### src/rtl/burst_pkg.sv
package burst_pkg;

   typedef enum logic {
      ORD_LINEAR     = 1'b0,
      ORD_INTERLEAVE = 1'b1
   } order_e;

endpackage

### src/rtl/burst_base_reg.sv
module burst_base_reg #(
   parameter int AW     = 19,
   parameter int BEAT_W = 2
) (
   input  logic                 clk,
   input  logic                 rst_n,
   input  logic                 load,
   input  logic [AW-1:0]        addr_in,
   output logic [AW-BEAT_W-1:0] base_hi,
   output logic [BEAT_W-1:0]    base_lo
);
   localparam int HI_W = AW - BEAT_W;

   generate
      if (HI_W < 1) begin : g_bad_width
         $error("burst_base_reg: AW must exceed BEAT_W");
      end
   endgenerate

   always_ff @(posedge clk or negedge rst_n) begin
      if (!rst_n) begin
         base_hi <= '0;
         base_lo <= '0;
      end else if (load) begin
         base_hi <= addr_in[AW-1:BEAT_W];
         base_lo <= addr_in[BEAT_W-1:0];
      end
   end

   // without a load the captured upper bits never move
   p_upper_fixed_r8: assert property (@(posedge clk) disable iff (!rst_n)
      !load |=> $stable(base_hi));

endmodule

### src/rtl/burst_beat_ctr.sv
module burst_beat_ctr #(
   parameter int BEAT_W = 2
) (
   input  logic              clk,
   input  logic              rst_n,
   input  logic              load,
   input  logic              advance,
   output logic [BEAT_W-1:0] cnt
);
   localparam logic [BEAT_W-1:0] LAST = {BEAT_W{1'b1}};

   generate
      if (BEAT_W < 1) begin : g_bad_beat
         $error("burst_beat_ctr: BEAT_W must be at least 1");
      end
   endgenerate

   always_ff @(posedge clk or negedge rst_n) begin
      if (!rst_n) begin
         cnt <= '0;
      end else if (load) begin
         cnt <= '0;
      end else if (advance) begin
         cnt <= cnt + 1'b1;
      end
   end

   // the step after the last beat returns to beat zero
   p_wrap_r9: assert property (@(posedge clk) disable iff (!rst_n)
      (advance && !load && cnt == LAST) |=> cnt == '0);

   // a load always restarts the beat count
   p_load_restart_r7: assert property (@(posedge clk) disable iff (!rst_n)
      load |=> cnt == '0);

endmodule

### src/rtl/burst_order_map.sv
module burst_order_map
   import burst_pkg::*;
#(
   parameter int BEAT_W     = 2,
   parameter bit MODE_LATCH = 1'b1
) (
   input  logic              clk,
   input  logic              rst_n,
   input  logic              load,
   input  logic              advance,
   input  logic              order_in,
   input  logic [BEAT_W-1:0] base_lo,
   input  logic [BEAT_W-1:0] cnt,
   output logic [BEAT_W-1:0] lsb
);
   order_e mode_eff;

   generate
      if (MODE_LATCH) begin : g_latched
         order_e mode_q;
         always_ff @(posedge clk or negedge rst_n) begin
            if (!rst_n)    mode_q <= ORD_LINEAR;
            else if (load) mode_q <= order_e'(order_in);
         end
         assign mode_eff = mode_q;
      end else begin : g_live
         assign mode_eff = order_e'(order_in);
      end
   endgenerate

   always_comb begin
      unique case (mode_eff)
         ORD_LINEAR:     lsb = base_lo + cnt;
         ORD_INTERLEAVE: lsb = base_lo ^ cnt;
         default:        lsb = base_lo;
      endcase
   end

   // in linear order every advance adds one to the beat field
   p_linear_step_r4: assert property (@(posedge clk) disable iff (!rst_n)
      (advance && !load && mode_eff == ORD_LINEAR) |=>
         lsb == BEAT_W'($past(lsb) + 1'b1));

   // in interleaved order the beat changes by the bits the count flips
   p_interleave_step_r5: assert property (@(posedge clk) disable iff (!rst_n)
      (advance && !load && mode_eff == ORD_INTERLEAVE) |=>
         (lsb ^ $past(lsb)) == ($past(cnt) ^ BEAT_W'($past(cnt) + 1'b1)));

endmodule

### src/rtl/burst_addr_gen.sv
module burst_addr_gen
   import burst_pkg::*;
#(
   parameter int AW         = 19,
   parameter int BEAT_W     = 2,
   parameter bit MODE_LATCH = 1'b1
) (
   input  logic              clk,
   input  logic              rst_n,
   input  logic              strobe_a,
   input  logic              strobe_b,
   input  logic              step_n,
   input  logic              order_sel,
   input  logic [AW-1:0]     addr_in,
   output logic [BEAT_W-1:0] beat_lsb,
   output logic [AW-1:0]     burst_addr
);
   localparam int HI_W = AW - BEAT_W;

   logic              load;
   logic              advance;
   logic [HI_W-1:0]   base_hi;
   logic [BEAT_W-1:0] base_lo;
   logic [BEAT_W-1:0] cnt;

   assign load    = strobe_a | strobe_b;
   assign advance = ~step_n & ~load;

   burst_base_reg #(.AW(AW), .BEAT_W(BEAT_W)) i_base (
      .clk(clk), .rst_n(rst_n), .load(load), .addr_in(addr_in),
      .base_hi(base_hi), .base_lo(base_lo)
   );

   burst_beat_ctr #(.BEAT_W(BEAT_W)) i_ctr (
      .clk(clk), .rst_n(rst_n), .load(load), .advance(advance), .cnt(cnt)
   );

   burst_order_map #(.BEAT_W(BEAT_W), .MODE_LATCH(MODE_LATCH)) i_map (
      .clk(clk), .rst_n(rst_n), .load(load), .advance(advance),
      .order_in(order_sel), .base_lo(base_lo), .cnt(cnt), .lsb(beat_lsb)
   );

   assign burst_addr = {base_hi, beat_lsb};

   // the first edge after reset shows an all-zero address
   p_reset_zero_r1: assert property (@(posedge clk) disable iff (!rst_n)
      $rose(rst_n) |-> burst_addr == '0);

   // a strobe places the external address on the output
   p_load_start_r2: assert property (@(posedge clk) disable iff (!rst_n)
      load |=> burst_addr == $past(addr_in));

   // a suspended burst keeps its address
   p_hold_r6: assert property (@(posedge clk) disable iff (!rst_n)
      (!load && step_n) |=> $stable(burst_addr));

endmodule

### config.mk
export PLATFORM = sky130hd
export DESIGN_NAME = burst_addr_gen
export DESIGN_NICKNAME = d
export VERILOG_FILES = /design/src/rtl/burst_pkg.sv /design/src/rtl/burst_base_reg.sv /design/src/rtl/burst_beat_ctr.sv /design/src/rtl/burst_order_map.sv /design/src/rtl/burst_addr_gen.sv
export SDC_FILE = /design/constraint.sdc
export NUM_CORES = 1
export LEC_CHECK = 0
export ABC_AREA = 0
export ABC_CLOCK_PERIOD_IN_PS = 1150
export BUFFER_PORTS_ARGS = -buffer_cell sky130_fd_sc_hd__buf_2
export CAP_MARGIN = 20
export CORE_ASPECT_RATIO = 0.75
export CORE_MARGIN = 3
export CORE_UTILIZATION = 40
export DETAILED_ROUTE_END_ITERATION = 16
export PLACE_DENSITY = 0.69
export SLEW_MARGIN = 20
export SYNTH_ARGS = -nofsm -noshare
export SYNTH_HDL_FRONTEND = slang
export SYNTH_HIERARCHICAL = 1
export SYNTH_SLANG_ARGS = --single-unit
export TNS_END_PERCENT = 20
### constraint.sdc
create_clock -name clk -period 1.15 [get_ports clk]
set_input_delay 0.0575 -clock clk [delete_from_list [all_inputs] [get_ports clk]]
set_output_delay 0.0575 -clock clk [all_outputs]
set_load 0.1 [all_outputs]
## Word-level counts from Yosys, hierarchy flattened

Cells that the tools add are included.

| storage, ports and cells | value |
|---|---|
| output and inout bits | 21 |
| flip-flop bits (word level) | 22 |

| operators by class | value |
|---|---|
| $add $sub $neg | 2 |
| multiplexer cells | 3 |
| reductions and logical operators | 1 |
| bitwise logic cells | 6 |

Operator list:

| cell | count |
|---|---|
| $mux W2 | 2 |
| $pmux W2 S2 | 1 |
| $not A1 Y1 | 3 |
| $add A2 B1 Y2 const B | 1 |
| $add A2 B2 Y2 | 1 |
| $reduce_bool A2 Y1 | 1 |
| $xor A2 B2 Y2 | 1 |
| $and A1 B1 Y1 | 1 |
| $or A1 B1 Y1 | 1 |

## Depth between registers and ports, before layout

| depth | value |
|---|---|
| depth in word-level cells | 5 |
| mapped depth | 4 |
| depth with buffers taken out | 3 |

## By module

Netlist, hierarchy kept.

Modules (own cells, without submodules):

| module | sequential area each (sq um) | instances | area an instance (sq um) | cells each |
|---|---|---|---|---|
| burst_base_reg | 475.5 | 1 | 758.2 | 40 |
| burst_beat_ctr | 50.0 | 1 | 88.8 | 7 |
| burst_order_map | 25.0 | 1 | 72.6 | 6 |
| burst_addr_gen | 0.0 | 1 | 26.3 | 4 |

## Least setup slack after synthesis

OpenSTA, ideal clock, no wires.

| timing path | value |
|---|---|
| path type | register to output |
| from | reg i_ctr.cnt[0] |
| to | out burst_addr[1] |
| cell stages (with the launch flop) | 5 |
| data required time | 1.092 ns |
| arrival | 2.812 ns |
| path buffers | 1 |
| path slack | -1.719 ns |
| cells stage by stage | dfrtp_1 -> ha_1 -> nor2b_1 -> xnor2_1 -> buf_4 |

| on the way | value |
|---|---|
| cells in the longest elaborated chain, start to end | 2 |

RTL lines:

| element | line | source |
|---|---|---|
| start, declared | burst_beat_ctr.sv:8 | `output logic [BEAT_W-1:0] cnt` |
| start signal, assigned | burst_beat_ctr.sv:24 | `cnt <= cnt + 1'b1;` |
| $add A2 B2 Y2 | burst_order_map.sv:33 | `ORD_LINEAR: lsb = base_lo + cnt;` |
| $pmux W2 S2 | burst_order_map.sv:32 | `unique case (mode_eff)` |
| end, declared | burst_addr_gen.sv:16 | `output logic [AW-1:0] burst_addr` |

No other way between the ends.

## Worst setup path after layout

Same ends and word-level chain as after synthesis.

==> flow_summary.ini <==
[place]
dpl.hpwl_um = 1290
routabilityCongestion = 0.653
pre_cts_ws_ps = -49.1
place_inst = 132
io_buffers = 45

[final_layout]
finalNonFillerCells = 158
area_delta_synth_final_pct = 67.6
drive_gt1_share_pct = 61.1
fin_nets = 153
final_util_pct = 74.8
layout_common_cells = buf_2 (24), dfrtp_1 (22), dlygate4sd3_1 (21)
antenna_cells = 0
final_common_cell = buf_2

[pwr]
power_density_nw_per_um2 = 1380
finalPower_mw = 2.20
worst_ir_drop_vdd_uv = 881
switching_share_pct = 39.9
seq_power_share_pct = 39.7
intPower_mw = 1.32
combinationalPowerShare_pct = 40.8
p_leak_nw = 0.768
p_sw_mw = 0.877
p_clk_share_pct = 19.5

[synthesis]
synth_seq_cells = 22
synth.avg_cell_area_um2 = 16.6
syn_inst = 57
ys_types = 15
synth_nets = 83
synthTopCellsByArea = dfrtp_1 (58%), mux2_4 (16%), mux2_2 (12%)
netlist_area_um2 = 946
yosys.area.top_type = dfrtp_1
ys_warn_count = 6
synth-seq-area-share_pct = 58.2
synth.top_cell.area_share_pct = 58.2

[cts]
cts_tree = yes
clkTransAtPathRegs_ps = 120
cts_root_buf = clkbuf_4
clkSinkCount = 22
clk_latency_ps = 300
h-tree-depth = 1
cts_buffer_depth = 2
cts_buffers = 3

[sta]
fin_worst_skew_ps = 0.739
period_needed_ps = 1480
rsz0062_at_grt = yes
tightest_slew_ps = 479
slew_violations = 0
setup_tns_ps = -1030
max_freq_mhz = 675
fin_crit_sh_pct = 129
layout_setup_ws_ps = -331
hold_viol_final = 0
slew_headroom_pct = 68.1
setup_violations = 4

[run]
max_cap_viol_count = 0

[route]
dr_total_vias = 684
wl_um = 2130
drt_iter0_drc = 14
wl_per_cell_um = 13.5
via_per_inst = 4.33
first_pass_iters = 2
ant_nets = 0
drc_errors = 0

[critical_path]
required_ps = 1090
path_class = register to primary output
worstPathMaxFanout = 2
cp-start-kind = register
crit_chain = ha_2 > nor2b_4 > xnor2_4 > buf_12
r2r-start = i_ctr/cnt[0]
crit_path_top_delay_cell = dfrtp_1
startpoint = i_ctr/cnt[0]
worst_setup_path_end_kind = primary output
slowest_delay_ps = 410
crit_arrival_ps = 1420

[grt]
grt_pass1_wl_um = 3220
overflow = 0
antenna_found_initial = 0
grt_max_degree = 23
grt_usage_pct = 14.6
grt_pass1_vias = 690

[status]
violations = negative setup slack
status = complete, but fails checks

[floorplanning]
die_y_um = 48.1
io_pins = 46
start_util_pct = 44.6
die_x_um = 62.2
die_area_um2 = 2990
rows = 14
core_area_um2 = 2120

[min_path]
min_path_type = primary input to register
hold_path_startpoint = step_n
-- area by class of cell --
type                    instances  area (µm²)
clock buffers                   4        36.3
repair buffers                 69         573
multi-input cells              31         385
flip-flops and latches         22         551
well taps                      32        40.0
fillers                       137         534
-- final timing paths --
kind                       cells after the start           endpoint  slack [ps]
max in group asynchronous                      2       i_ctr/cnt[1]         560
setup reg to reg                               4       i_ctr/cnt[1]         130
hold reg to reg                                1  i_base/base_hi[3]         520
hold / removal                                 4       i_ctr/cnt[1]         100
setup / recovery                               4      burst_addr[1]        -330
min in group asynchronous                      2  i_base/base_hi[6]         260
-- worst max-delay path: cells and delay by family, from the launching register on --
family | cells | cell delay, ps
adder cells (fa/ha/maj) | 1 | 180
AND/OR/NAND/NOR | 1 | 130
XOR/XNOR | 1 | 190
flip-flops | 1 | 410
buffers and inverters | 1 | 200
-- through the flow --
step / hold WS [ps] / instance area [µm²]
after floorplan: -238 / 987
after global placement: 40.8 / 1280
after detailed placement: 49.0 / 1280
after CTS: 85.8 / 1590
after global routing: 82.8 / 1590
final: 100 / 1590
-- per-layer routing --
metal	global-route usage, %	routed length [µm]	part of all wire [%]
met1	16.3	844	40
met2	27.1	1140	54
met3	5.99	130	6.1
met4	3.96	12	0.56
met5	0	0	0
-- power groups by stage --
stage | combinational (mW) | sequential [mW] | clock (mW)
after global routing | 0.927 | 0.879 | 0.477
after global placement | 0.804 | 0.877 | 0
after CTS | 0.898 | 0.871 | 0.444
final | 0.897 | 0.871 | 0.428
after floorplan | 0.264 | 1.25 | 0
after detailed placement | 0.810 | 0.881 | 0
-- cells in the mapped netlist --
cell type / instances
a21bo_1: 1
buf_6: 1
nand3b_1: 1
dfrtp_1: 22
a21oi_2: 1
buf_4: 2
nor2_1: 1
nor2b_1: 1
mux2_2: 10
or2_1: 1
xnor2_1: 3
ha_1: 1
mux2_4: 10
nor3_1: 1
buf_12: 1
-- what timing repair did --
action                                 in CTS  in global routing
resized for setup                          18                  0
cloned                                      0                  0
setup buffers                               1                  0
pin swaps                                   2                  0
setup endpoints to repair                  21                  4
endpoints found under the hold margin      42                  0
hold buffers                               21                  0
-- flip-flops by register name, summed over array words and instances, names as in the netlist --
signal / cells
i_map/g_latched.mode_q: 1
i_base/base_hi: 17
i_ctr/cnt: 2
i_base/base_lo: 2
-- kinds of logic (layout without fill, tap and decap cells) --
kind of cell | count (synthesis) | in the layout | synth area share, %
AO/OA/AOI/OAI | 2 | 2 | 1.98
flip-flops | 22 | 22 | 58.2
buffers and inverters | 4 | 73 | 4.89
XOR/XNOR | 3 | 3 | 2.78
AND/OR/NAND/NOR | 5 | 5 | 3.04
adder cells (fa/ha/maj) | 1 | 1 | 1.32
multiplexers | 20 | 20 | 27.8
No activity file was read; power rests on OpenSTA's default activity.
